--- config.mk ---
export PLATFORM = sky130hd
export DESIGN_NAME = iadd_unit
export DESIGN_NICKNAME = d
export VERILOG_FILES = /design/src/rtl/iadd_pkg.sv /design/src/rtl/iadd_opsel.sv /design/src/rtl/iadd_adder.sv /design/src/rtl/iadd_trap.sv /design/src/rtl/iadd_unit.sv
export SDC_FILE = /design/constraint.sdc
export NUM_CORES = 1
export LEC_CHECK = 0
export BUFFER_PORTS_ARGS = -buffer_cell sky130_fd_sc_hd__buf_2
export CORE_MARGIN = 8
export CORE_UTILIZATION = 40
export DETAILED_ROUTE_END_ITERATION = 7
export PLACE_DENSITY = 0.66
export SYNTH_ARGS = -nofsm -noshare
export SYNTH_HDL_FRONTEND = slang
export SYNTH_HIERARCHICAL = 1
export SYNTH_SLANG_ARGS = --single-unit
--- constraint.sdc ---
create_clock -name clk -period 3.5 [get_ports clk]
set_input_delay 0.175 -clock clk [delete_from_list [all_inputs] [get_ports clk]]
set_output_delay 0.175 -clock clk [all_outputs]
set_load 0.1 [all_outputs]
--- src/rtl/iadd_pkg.sv ---
package iadd_pkg;
  typedef struct packed {
    logic z;
    logic n;
    logic v;
    logic c;
  } iadd_flags_t;
endpackage

--- src/rtl/iadd_opsel.sv ---
module iadd_opsel #(
  parameter int unsigned DATA_W = 32
) (
  input  logic [DATA_W-1:0] src,
  input  logic              use_carry,
  input  logic              carry_in,
  output logic [DATA_W-1:0] opnd
);
  function automatic logic [DATA_W-1:0] widen_bit(input logic b);
    logic [DATA_W-1:0] w;
    w = '0;
    w[0] = b;
    return w;
  endfunction

  always_comb begin
    if (use_carry) opnd = widen_bit(carry_in);
    else           opnd = src;
  end
endmodule

--- src/rtl/iadd_adder.sv ---
module iadd_adder
  import iadd_pkg::*;
#(
  parameter int unsigned DATA_W = 32
) (
  input  logic [DATA_W-1:0] a,
  input  logic [DATA_W-1:0] b,
  output logic [DATA_W-1:0] sum,
  output iadd_flags_t       flags
);
  localparam int unsigned MSB = DATA_W - 1;

  function automatic logic [DATA_W:0] add_wide(input logic [DATA_W-1:0] x,
                                               input logic [DATA_W-1:0] y);
    return {1'b0, x} + {1'b0, y};
  endfunction

  function automatic logic sgn_ovf(input logic xs, input logic ys, input logic rs);
    return (xs == ys) && (rs != xs);
  endfunction

  logic [DATA_W:0] wide;

  always_comb begin
    wide    = add_wide(a, b);
    sum     = wide[DATA_W-1:0];
    flags.z = (wide[DATA_W-1:0] == '0);
    flags.n = wide[MSB];
    flags.v = sgn_ovf(a[MSB], b[MSB], wide[MSB]);
    flags.c = wide[DATA_W];
  end
endmodule

--- src/rtl/iadd_trap.sv ---
module iadd_trap (
  input  logic trap_en,
  input  logic use_carry,
  input  logic ovf,
  output logic fire
);
  always_comb fire = trap_en && !use_carry && ovf;
endmodule

--- src/rtl/iadd_unit.sv ---
module iadd_unit
  import iadd_pkg::*;
#(
  parameter int unsigned DATA_W = 32
) (
  input  logic              clk,
  input  logic              rst,
  input  logic              req_valid,
  input  logic [DATA_W-1:0] req_src,
  input  logic [DATA_W-1:0] req_imm,
  input  logic              req_trap_en,
  input  logic              req_use_carry,
  input  logic              req_carry_in,
  output logic              res_valid,
  output logic [DATA_W-1:0] res_data,
  output logic              flag_z,
  output logic              flag_n,
  output logic              flag_v,
  output logic              flag_c,
  output logic              trap_range
);
  logic [DATA_W-1:0] sel_opnd;
  logic [DATA_W-1:0] raw_sum;
  iadd_flags_t       raw_flags;
  logic              trap_fire;

  iadd_opsel #(.DATA_W(DATA_W)) u_opsel (
    .src(req_src), .use_carry(req_use_carry), .carry_in(req_carry_in), .opnd(sel_opnd)
  );

  iadd_adder #(.DATA_W(DATA_W)) u_adder (
    .a(sel_opnd), .b(req_imm), .sum(raw_sum), .flags(raw_flags)
  );

  iadd_trap u_trap (
    .trap_en(req_trap_en), .use_carry(req_use_carry), .ovf(raw_flags.v), .fire(trap_fire)
  );

  always_ff @(posedge clk) begin
    if (rst) begin
      res_valid  <= 1'b0;
      res_data   <= '0;
      flag_z     <= 1'b0;
      flag_n     <= 1'b0;
      flag_v     <= 1'b0;
      flag_c     <= 1'b0;
      trap_range <= 1'b0;
    end else begin
      res_valid  <= req_valid;
      trap_range <= req_valid && trap_fire;
      if (req_valid) begin
        res_data <= raw_sum;
        flag_z   <= raw_flags.z;
        flag_n   <= raw_flags.n;
        flag_v   <= raw_flags.v;
        flag_c   <= raw_flags.c;
      end
    end
  end
endmodule

After elaboration in Yosys (flattened, before gate mapping) --
Cells that the tools add are included.
Cells by class: add/sub/neg operators 1, equal/unequal tests 2, multiplexer cells 1, reduce and logical (&&, ||, !) cells 6
Operator list (number):
- $add A32 B32 Y33 | 1
- $logic_not A32 Y1 | 1
- $mux W32 | 1
- $logic_and A1 B1 Y1 | 4
- $eq A1 B1 Y1 | 1
- $logic_not A1 Y1 | 1
- $ne A1 B1 Y1 | 1
Word-level totals: logic and storage cells 17, input bits 70, output and inout port bits 38, flip-flop bits (word level) 38

Logic depth before layout (Yosys ltp) --
Gate-level depths: netlist (run 1).
depth in word-level cells 6, depth in mapped cells 15, gate-level depth less buffers 14

Cells and area by module --
The synthesis (run 1) kept the hierarchy.
Modules (own cells, without submodules):
- iadd_adder | area an instance 2139.6 µm², cells an instance 309, times used 1, seq. area each 0.0 µm²
- iadd_unit | area an instance 1361.3 µm², cells an instance 120, times used 1, seq. area each 760.7 µm²
- iadd_opsel | area an instance 220.2 µm², cells an instance 35, times used 1, seq. area each 0.0 µm²
- iadd_trap | area an instance 8.8 µm², cells an instance 1, times used 1, seq. area each 0.0 µm²

Least setup slack after synthesis (run 1) --
OpenSTA, ideal clock, no wires.
path type input-to-reg, from input port req_use_carry, to register flag_z, data arrival time 3420 ps, buffers on the path 0, setup time 67 ps, setup slack 13 ps, data required time 3433 ps, stages on the path 14, cells stage by stage mux2_2 ha_1 fa_1 a211oi_4 o211ai_4 a32o_1 or4_1 a222oi_1 nand4bb_1 nor4_1 nand4bb_1 nor4_2 mux2i_1 nor2_1
RTL lines:
- start, declared | RTL line iadd_unit.sv:12 | input logic req_use_carry,
- end signal, assigned | RTL line iadd_unit.sv:53 | flag_z <= raw_flags.z;
- end, declared | RTL line iadd_unit.sv:16 | output logic flag_z,

==> impl_metrics.toml, run 1 <==
[status]
violations = "setup timing"
status = "finished, violations left"

[power]
p_int_w = 0.00110
switching_share_pct = 43.5
power_w = 0.00195
p_switching_w = 0.000850
ir_drop_mv = 0.312
power_density_mw_per_mm2 = 400
power_frac_seq_pct = 25.4
p_leak_nw = 2.46
p_clk_share_pct = 23.1
combPwrFrac_pct = 51.5

[synth]
synth.most_common_cell = "nor2_1"
synth_cells = 465
yosysWarnings = 6
syn_nets = 568
synthesis.area_sq_mm = 0.00373
netlist_top_cells_count = "nor2_1, dfxtp_1, mux2i_1"
yosysUniqueCellTypes = 71
ys_seq_area_share_pct = 20.4
syn_area_per_cell_sq_um = 8.02
synth_edf_count = 0
yosys_most_used_dff = "dfxtp_1"
synth_seq_cells = 38
netlist.area_leader.share_pct = 20.4
async_flop_share_pct = 0
synthTopCellsByArea = "dfxtp_1, ha_1, mux2i_1, nor2_1, nor2b_1"
synth_top_cell_by_area = "dfxtp_1"

[global_routing]
antenna_found_initial = 0
globalRouteTotalUtil_pct = 18.3
grt_pass1_wl_mm = 19.4
grt_pass1_vias = 3996
grt_max_degree = 38
grt_overflow = 0

[worst_hold_path]
hold_path_class = "primary input to flop"
hold_path_depth = 3

[clock_tree]
numCtsBuffers = 5
insertion_delay_ns = 0.29
clk_pin_slew_ns = 0.08
cts_tree = "built"
cts.sinks = 38
root_buffer = "clkbuf_8"
hold_buffers = 0
cts_buffer_depth = 2
h-tree-depth = 2

[worst_setup_path]
crit_arrival_ns = 3.74
crit_type = "primary input to flop"
r2r_cells = 2
cp-end-kind = "flop"
cp.required_ns = 3.73
cp_max_fo = 3
cp-start-kind = "primary input"

[job]
drv_cap = 0

[drt]
num_vias = 3999
wl_per_cell_um = 16.5
first_iter_violations = 204
dr.pass1.iters = 4
routed_via_density = 5.49
drcViolationCount = 0
wirelength_mm = 12.1
ant_nets = 0

[timing]
fin_crit_sh_pct = 100
worst_slew_pin_slew_ns = 1.08
hold_violations = 0
rsz0062_at_grt = "true"
setup_viol = 1
drv_slew = 0
slew_headroom_pct = 28.0
fmax_ghz = 0.285
min_period_ns = 3.51
finClkSkew_ns = 0
worst_slack_ns = -0.0127

[place]
portBuffers = 107
dp_hpwl_mm = 10.1
place_area_sq_mm = 0.00471
gp_congestion = 0.957

[finish]
antenna_cells = 0
nFillCells = 914
multi_input_comb_area_sq_mm = 0.00280
num-nets-final = 720
final_area_sq_mm = 0.00489
drive_above_1_share_pct = 32.2
ff_latch_area_sq_um = 761
area_growth_pct = 31.0

[die]
fp.dieW_um = 113
dieArea_sq_mm = 0.0127
rows = 35
start_util_pct = 40.8
core_sq_mm = 0.00915
fp.dieH_um = 113
boundaryPins = 108
## power by group through the flow
stage	sequential [W]	combinational, W	clock, W
floorplan	0.000800	0.000414	0
global placement	0.000505	0.000983	0
detailed placement	0.000506	0.000993	0
CTS	0.000497	0.00100	0.000462
global route	0.000502	0.00107	0.000479
finish	0.000496	0.00101	0.000452
## flip-flops by register name (all words and copies together), names as in the netlist
register / cells
flag_c: 1
flag_n: 1
flag_v: 1
flag_z: 1
res_data: 32
res_valid: 1
trap_range: 1
## cells by family after synthesis
| group | after synthesis | share of synthesized area [%] |
|---|---|---|
| and+or+nand+nor | 183 | 25.5 |
| buffers and inverters | 35 | 5.50 |
| adders and majority gates | 33 | 11.3 |
| xor gates and xnor gates | 14 | 3.29 |
| DFF | 38 | 20.4 |
| muxes | 37 | 9.96 |
| AOI/OAI and AO/OA | 125 | 24.1 |
## critical path: stages
cell	delay (ns)
buf_2	0.16
mux2_2	0.36
ha_1	0.23
fa_2	0.38
a211oi_4	0.29
o211ai_4	0.12
a32o_1	0.25
buf_4	0.14
o41a_2	0.42
nor3_1	0.21
o22ai_1	0.13
nor4_1	0.30
nand4bb_1	0.15
nor4_2	0.17
mux2i_1	0.11
nor2_1	0.14
## layout make-up
class / instances / share of cell area, %
Clock buffer: 5 / 1.41
Clock inverter: 3 / 1.41
Inverter: 8 / 0.615
Multi-Input combinational cell: 392 / 57.2
Sequential cell: 38 / 15.6
Tap cell: 111 / 2.84
Timing Repair Buffer: 172 / 20.9
## placed cells by master, fill, tap and decap left out, drive strengths merged, types with 6 or more instances in the layout
| cell type | synthesis | layout |
|---|---|---|
| nor2b | 35 | 35 |
| a211oi | 7 | 7 |
| dfxtp | 38 | 38 |
| buf | 15 | 172 |
| ha | 32 | 32 |
| xor2 | 7 | 7 |
| nor3 | 12 | 12 |
| and2 | 7 | 7 |
| nand4 | 6 | 6 |
| o21ai | 20 | 20 |
| a21o | 14 | 14 |
| o21a | 13 | 13 |
| inv | 8 | 8 |
| nor2 | 66 | 66 |
| xnor2 | 7 | 7 |
| a21oi | 27 | 27 |
| mux2i | 36 | 36 |
| and3 | 7 | 7 |
| a31oi | 7 | 7 |
| nand2 | 19 | 19 |
## final timing paths
path / to / slack [ns] / from
max: flag_z$_SDFFE_PP0P_ / -0.01 / req_use_carry
min: trap_range$_SDFF_PP0_ / 0.25 / req_trap_en
max reg2reg: res_data[16]$_SDFFE_PP0P_ / 2.83 / res_data[16]$_SDFFE_PP0P_
min reg2reg: res_data[14]$_SDFFE_PP0P_ / 0.49 / res_data[14]$_SDFFE_PP0P_
## metrics by stage
| step | hold slack, ns | cells | util (%) | setup slack [ns] | setup TNS, ns |
|---|---|---|---|---|---|
| 2_1_floorplan | 0.426 | 465 | - | 0.0128 | 0 |
| 3_3_place_gp | 0.469 | 720 | 51.5 | -0.287 | -0.818 |
| 3_5_place_dp | 0.478 | 720 | 51.5 | -0.510 | -1.66 |
| 4_1_cts | 0.228 | 729 | 53.1 | 0.00326 | 0 |
| 5_1_grt | 0.242 | 729 | 53.4 | -0.129 | -0.129 |
| 6_report | 0.249 | 729 | 53.4 | -0.0127 | -0.0127 |
## routing by layer
layer  GRT usage [%]  vias up  part of all wire (%)
met4            3.06        0                   1.0
met5               0        -                     0
met1            22.7     1850                    46
met3            4.46       11                   6.2
met2            31.6      120                    47
li1                -     2018                     -
## timing repair
action,4_1_cts,5_1_grt
cloned,0,0
resized for setup,2,5
buffers inserted,1,0
pin swaps,2,1
setup endpoints to repair,2,6
No activity file was read; power rests on OpenSTA's default activity.
==> run 2, diff against run 1 <==
==> constraint.sdc (replaced) <==
create_clock -name clk -period 3.5 [get_ports clk]
set_input_delay 0 -clock clk [delete_from_list [all_inputs] [get_ports clk]]
set_output_delay 0 -clock clk [all_outputs]
set_load 0.1 [all_outputs]
==> run 2 against run 1 <==
The flow now finishes without violations. First-iteration DRC count shrank 15%. Largest cell class unchanged. Clock-buffer cell count grew 1. Sequential cell count is the same. Non-clock buffer count shrank 42. Critical endpoint unchanged. Cell area shrank 7.4%. Utilization shrank 4.0 points. Final cell count shrank 5.8%. Maximum frequency grew 4.5%. Power shrank 11%. Die area is the same. Global-route usage shrank 0.93 points. Wire length shrank 6.6%.
==> impl_metrics.toml, run 2 (same netlist as run 1, synthesis figures left out) <==
[job]
drv_cap = 0

[drt]
first_iter_violations = 174
routed_via_density = 5.46
dr.pass1.iters = 7
num_vias = 3749
wl_per_cell_um = 16.4
ant_nets = 0
drcViolationCount = 0
wirelength_mm = 11.3

[finish]
nFillCells = 919
antenna_cells = 0
final_common_cell = "buf_2"
ff_latch_area_sq_um = 761
largest_reg_flops = 32
drive_above_1_share_pct = 27.8
multi_input_comb_area_sq_mm = 0.00279
area_growth_pct = 21.3
final_cell_mix = "buf_2, nor2_1, dfxtp_1"
largest-register = "res_data"
final_area_sq_mm = 0.00452
num-nets-final = 678
utilization_pct = 49.4

[timing]
finClkSkew_ns = 0
fmax_ghz = 0.298
fin_crit_sh_pct = 96.0
rsz0062_at_grt = "false"
setup_viol = 0
min_period_ns = 3.36
slew_headroom_pct = 27.4
tns_ns = 0
drv_slew = 0
hold_violations = 0
worst_slew_pin_slew_ns = 1.09

[worst_setup_path]
reg2reg_slack_ns = 2.83
critPathSlowestCell = "or4_4"
crit_end = "flag_z$_SDFFE_PP0P_"
crit_arrival_ns = 3.58
crit_chain = "buf_4 -> mux2_2 -> ha_2 -> fa_2 -> a211oi_4 -> o211ai_4 -> a32o_2 -> or4_4 -> a222oi_1 -> nand4bb_1 -> nor4_2 -> nand4bb_1 -> nor4_2 -> mux2i_1 -> nor2_1"
cp-end-kind = "flop"
cp.required_ns = 3.72
cp_max_fo = 2
critPathMaxStageDelay_ns = 0.42
cp-start-kind = "primary input"
r2r_cells = 2
crit_path_start = "req_use_carry"
reg2reg_from = "res_data[30]$_SDFFE_PP0P_"
crit_type = "primary input to flop"
r2r-end = "res_data[30]$_SDFFE_PP0P_"

[die]
dieArea_sq_mm = 0.0127
rows = 35
start_util_pct = 40.8
fp.dieW_um = 113
fp.dieH_um = 113
core_sq_mm = 0.00915
boundaryPins = 108

[power]
power_density_mw_per_mm2 = 384
p_leak_nw = 2.24
ir_drop_mv = 0.291

[global_routing]
globalRouteTotalUtil_pct = 17.4
grt_pass1_vias = 3669
grt_util_met3_pct = 4.83
antenna_found_initial = 0
grt_overflow = 0
grtUsageMet1_pct = 22.6
busiest_layer = "met2"
grt_max_degree = 38
grtUsageMet2_pct = 28.2
grt_pass1_wl_mm = 18.4

[clock_tree]
insertion_delay_ns = 0.29
cts.sinks = 38
numCtsBuffers = 5
h-tree-depth = 2
cts_tree = "built"
clk_pin_slew_ns = 0.08
cts_buffer_depth = 2
root_buffer = "clkbuf_8"
hold_buffers = 0

[place]
gp_congestion = 0.915
place_area_sq_mm = 0.00439
dp_hpwl_mm = 9.39
portBuffers = 107

[status]
status = "finished, final reports clean"

[worst_hold_path]
hold_path_class = "primary input to flop"
-- run 2: stage by stage --
step	hold slack [ns]	setup WS, ns	instances	total power (W)
global route	0.0513	0.00724	687	0.00184
CTS	0.0474	0.0184	686	0.00174
detailed placement	0.346	-0.287	677	0.00142
floorplan	0.251	0.188	465	0.00121
finish	0.0626	0.139	687	0.00174
global placement	0.357	-0.109	677	0.00142
-- run 2: power breakdown --
group	total (W)	switching, W	internal (W)
sequential	0.000497	0.0000234	0.000474
combinational	0.000927	0.000638	0.000288
clock	0.000314	0.000156	0.000158
total	0.00174	0.000818	0.000921
-- run 2: final cells by class --
type,instances,share of cell area (%)
inverter,8,0.664
sequential,38,16.8
tap,111,3.07
multi-input combinational,392,61.6
clock buffer,6,1.83
timing repair buffer,130,15.7
clock inverter,2,0.277
-- run 2: what timing repair did --
| item | in CTS | in global routing |
|---|---|---|
| setup endpoints to repair | 1 | 1 |
| cloned | 0 | 0 |
| setup buffers | 1 | 1 |
| pin swaps | 1 | 7 |
| gates resized for setup | 0 | 8 |
-- run 2: layer usage --
| metal | up-vias | part of all wire, % |
|---|---|---|
| li1 | 1937 | - |
| met1 | 1694 | 47 |
| met2 | 111 | 46 |
| met3 | 7 | 6.6 |
| met4 | 0 | 0.67 |
| met5 | - | 0 |
-- run 2: how the worst min path moves through the flow --
stage,cells past startpoint,endpoint,slack (ns),from
2_1_floorplan,2,flag_c$_SDFFE_PP0P_,0.25,rst
3_3_place_gp,3,trap_range$_SDFF_PP0_,0.36,req_trap_en
3_5_place_dp,3,trap_range$_SDFF_PP0_,0.35,req_trap_en
4_1_cts,3,trap_range$_SDFF_PP0_,0.05,req_trap_en
5_1_grt,3,trap_range$_SDFF_PP0_,0.05,req_trap_en
6_report,3,trap_range$_SDFF_PP0_,0.06,req_trap_en
-- run 2: critical path, delay by kind of cell --
| kind | cells | cell delay (ns) |
|---|---|---|
| muxes | 2 | 0.46 |
| buffers and inverters | 1 | 0.12 |
| adders and majority gates | 2 | 0.61 |
| AOI/OAI and AO/OA | 4 | 1.03 |
| and+or+nand+nor | 6 | 1.36 |
==> run 3, diff against run 2 <==
--- a/config.mk
+++ b/config.mk
@@ -5,11 +5,11 @@
 export SDC_FILE = /design/constraint.sdc
 export NUM_CORES = 1
 export LEC_CHECK = 0
-export BUFFER_PORTS_ARGS = -buffer_cell sky130_fd_sc_hd__buf_2
+export ABC_AREA = 1
 export CORE_MARGIN = 8
 export CORE_UTILIZATION = 40
 export DETAILED_ROUTE_END_ITERATION = 7
-export PLACE_DENSITY = 0.66
+export DONT_BUFFER_PORTS = 1
 export SYNTH_ARGS = -nofsm -noshare
 export SYNTH_HDL_FRONTEND = slang
 export SYNTH_HIERARCHICAL = 1
==> run 3 against run 2 <==
Clock skew unchanged. Die area increased by 22%. Worst setup slack improved by 1.2 ns. Register-to-register slack got worse by 0.59 ns.
==> impl_metrics.toml, run 3 <==
[finish]
final_common_cell = "nand2_1"
final_area_sq_mm = 0.00492
drive_above_1_share_pct = 8.34
final_cell_mix = "nand2_1, inv_1, nor2_1"
largest-register = "res_data"
area_growth_pct = 5.08
utilization_pct = 43.1
largest_reg_flops = 32
antenna_cells = 0
num-nets-final = 989

[timing]
min_period_ns = 2.14
hold_slack_ns = 0.0802
fmax_ghz = 0.468
tns_ns = 0
drv_slew = 0
rsz0062_at_grt = "false"
finClkSkew_ns = 0
slew_headroom_pct = 33.2
worst_slew_pin_slew_ns = 1.00
fin_crit_sh_pct = 61.1
hold_violations = 0
setup_viol = 0

[clock_tree]
insertion_delay_ns = 0.28
cts_setup_buffers = 0
clk_pin_slew_ns = 0.05
root_buffer = "clkbuf_16"
hold_buffers = 3
cts_tree = "built"
h-tree-depth = 2
numCtsBuffers = 5
cts-resized-gates = 0
cts.sinks = 38
cts_buffer_depth = 2

[worst_hold_path]
hold_path_depth = 3
hold_path_class = "primary input to flop"

[synth]
synth_seq_cells = 38
netlist.area_leader.share_pct = 25.7
synthTopCellsByArea = "nand2_1, dfxtp_1, inv_1, nor2_1, ha_1"
syn_nets = 995
synth_top_family_by_area = "simple AND/OR/NAND/NOR gates"
synth_edf_count = 0
synth_top_cell_by_area = "nand2_1"
synth.most_common_cell = "nand2_1"
synthSimpleGateAreaFrac_pct = 51.6
async_flop_share_pct = 0
syn_area_per_cell_sq_um = 5.25
synth_xor_area_share_pct = 1.12
yosysUniqueCellTypes = 27
synthAdderAreaFrac_pct = 8.98
ys_seq_area_share_pct = 16.2
synthMuxAreaShare_pct = 0
synth_compound_area_share_pct = 2.38
yosysWarnings = 6
netlist_top_cells_count = "nand2_1, inv_1, nor2_1"
yosys_most_used_dff = "dfxtp_1"
synth_cells = 892
synthesis.area_sq_mm = 0.00468

[worst_setup_path]
crit_arrival_ns = 2.36
cp-end-kind = "flop"
path_common_cell = "nand2_1"
cp.required_ns = 3.72
path_delay_family = "simple AND/OR/NAND/NOR gates"
cp-start-kind = "primary input"
critPathMaxStageDelay_ns = 0.54
r2r_cells = 2
crit_cells = 20
crit_chain = "inv_1 -> nor2_1 -> ha_1 -> nand2_1 -> inv_1 -> nand2_1 -> nand2_1 -> inv_1 -> nand2_1 -> inv_1 -> nand2_2 -> nand2_2 -> nand2_1 -> xnor2_1 -> nor2_1 -> nand2_1 -> nor2_2 -> nand2_1 -> nor2_1 -> dlygate4sd3_1"
crit_buf_inv = 5
cp_max_fo = 4
critPathSlowestCell = "dlygate4sd3_1"
crit_type = "primary input to flop"

[die]
boundaryPins = 108
fp.dieH_um = 124
start_util_pct = 41.0
core_sq_mm = 0.0114
fp.dieW_um = 124
dieArea_sq_mm = 0.0154
rows = 39

[global_routing]
grt_max_degree = 74
globalRouteTotalUtil_pct = 15.7
grt_pass1_wl_mm = 20.8
antenna_found_initial = 0
grt_overflow = 0
grt_pass1_vias = 4386

[status]
status = "finished, final reports clean"

[job]
drv_cap = 0

[drt]
num_vias = 4556
wirelength_mm = 12.1
drcViolationCount = 0
wl_per_cell_um = 11.7
dr.pass1.iters = 4
routed_via_density = 4.42
ant_nets = 0
first_iter_violations = 259

[power]
p_leak_nw = 3.15
ir_drop_mv = 0.476
power_density_mw_per_mm2 = 366

[place]
dp_hpwl_mm = 10.3
place_area_sq_mm = 0.00473
gp_congestion = 0.863
portBuffers = 0
## run 3: changes by cell type after synthesis, moves of 17 or more
cell	delta
inv_1	+192
mux2i_1	-36
nand2_1	+302
nand2_2	+29
nand3_1	+24
nor2_1	+78
nor2_2	+17
nor2b_1	-35
## run 3: path summary, 6_finish.rpt
| path | start | to | slack [ns] |
|---|---|---|---|
| setup / recovery | req_src[14] | trap_range$_SDFF_PP0_ | 1.36 |
| hold / removal | req_valid | res_valid$_SDFF_PP0_ | 0.08 |
| setup reg to reg | res_data[17]$_SDFFE_PP0P_ | res_data[17]$_SDFFE_PP0P_ | 2.24 |
| hold reg to reg | res_data[27]$_SDFFE_PP0P_ | res_data[27]$_SDFFE_PP0P_ | 0.94 |
## run 3: worst register-to-register path: stages (launching register included)
cell and delay [ns]:
dfxtp_1 0.97, nor2_1 0.10, nor2_1 0.13
## run 3: per-layer routing
metal / global-route usage [%] / share of wire (%) / vias up
met3: 3.45 / 6.4 / 7
met4: 3.40 / 0.94 / 0
li1: - / - / 2579
met5: 0 / 0 / -
met2: 24.9 / 42 / 93
met1: 21.3 / 51 / 1877
## run 3: cells by family after synthesis
family,after synthesis
adder cells (fa/ha/maj),33
XOR/XNOR,6
AND/OR/NAND/NOR,571
AO/OA/AOI/OAI,19
buffers and inverters,225
flip-flops,38
## run 3: metrics by stage
step | setup WS (ns) | total power, W | std cells
floorplan | 1.47 | 0.00125 | 892
global placement | 1.39 | 0.00135 | 1019
detailed placement | 1.34 | 0.00135 | 1019
CTS | 1.33 | 0.00182 | 1030
global route | 1.07 | 0.00194 | 1030
finish | 1.36 | 0.00180 | 1030
## run 3: where the power goes
| part | internal (W) | total [W] | leakage [nW] | switching [W] |
|---|---|---|---|---|
| sequential | 0.000471 | 0.000773 | 0.316 | 0.000302 |
| combinational | 0.000202 | 0.000586 | 2.76 | 0.000384 |
| clock | 0.000282 | 0.000441 | 0.0739 | 0.000159 |
## run 3: cell type report
class	instances	area (sq um)
fill	1357	6500
tap	143	179
sequential	38	761
timing repair buffer	3	47.5
inverter	209	785
multi-input combinational	629	3000
clock inverter	1	5.00
clock buffer	7	143
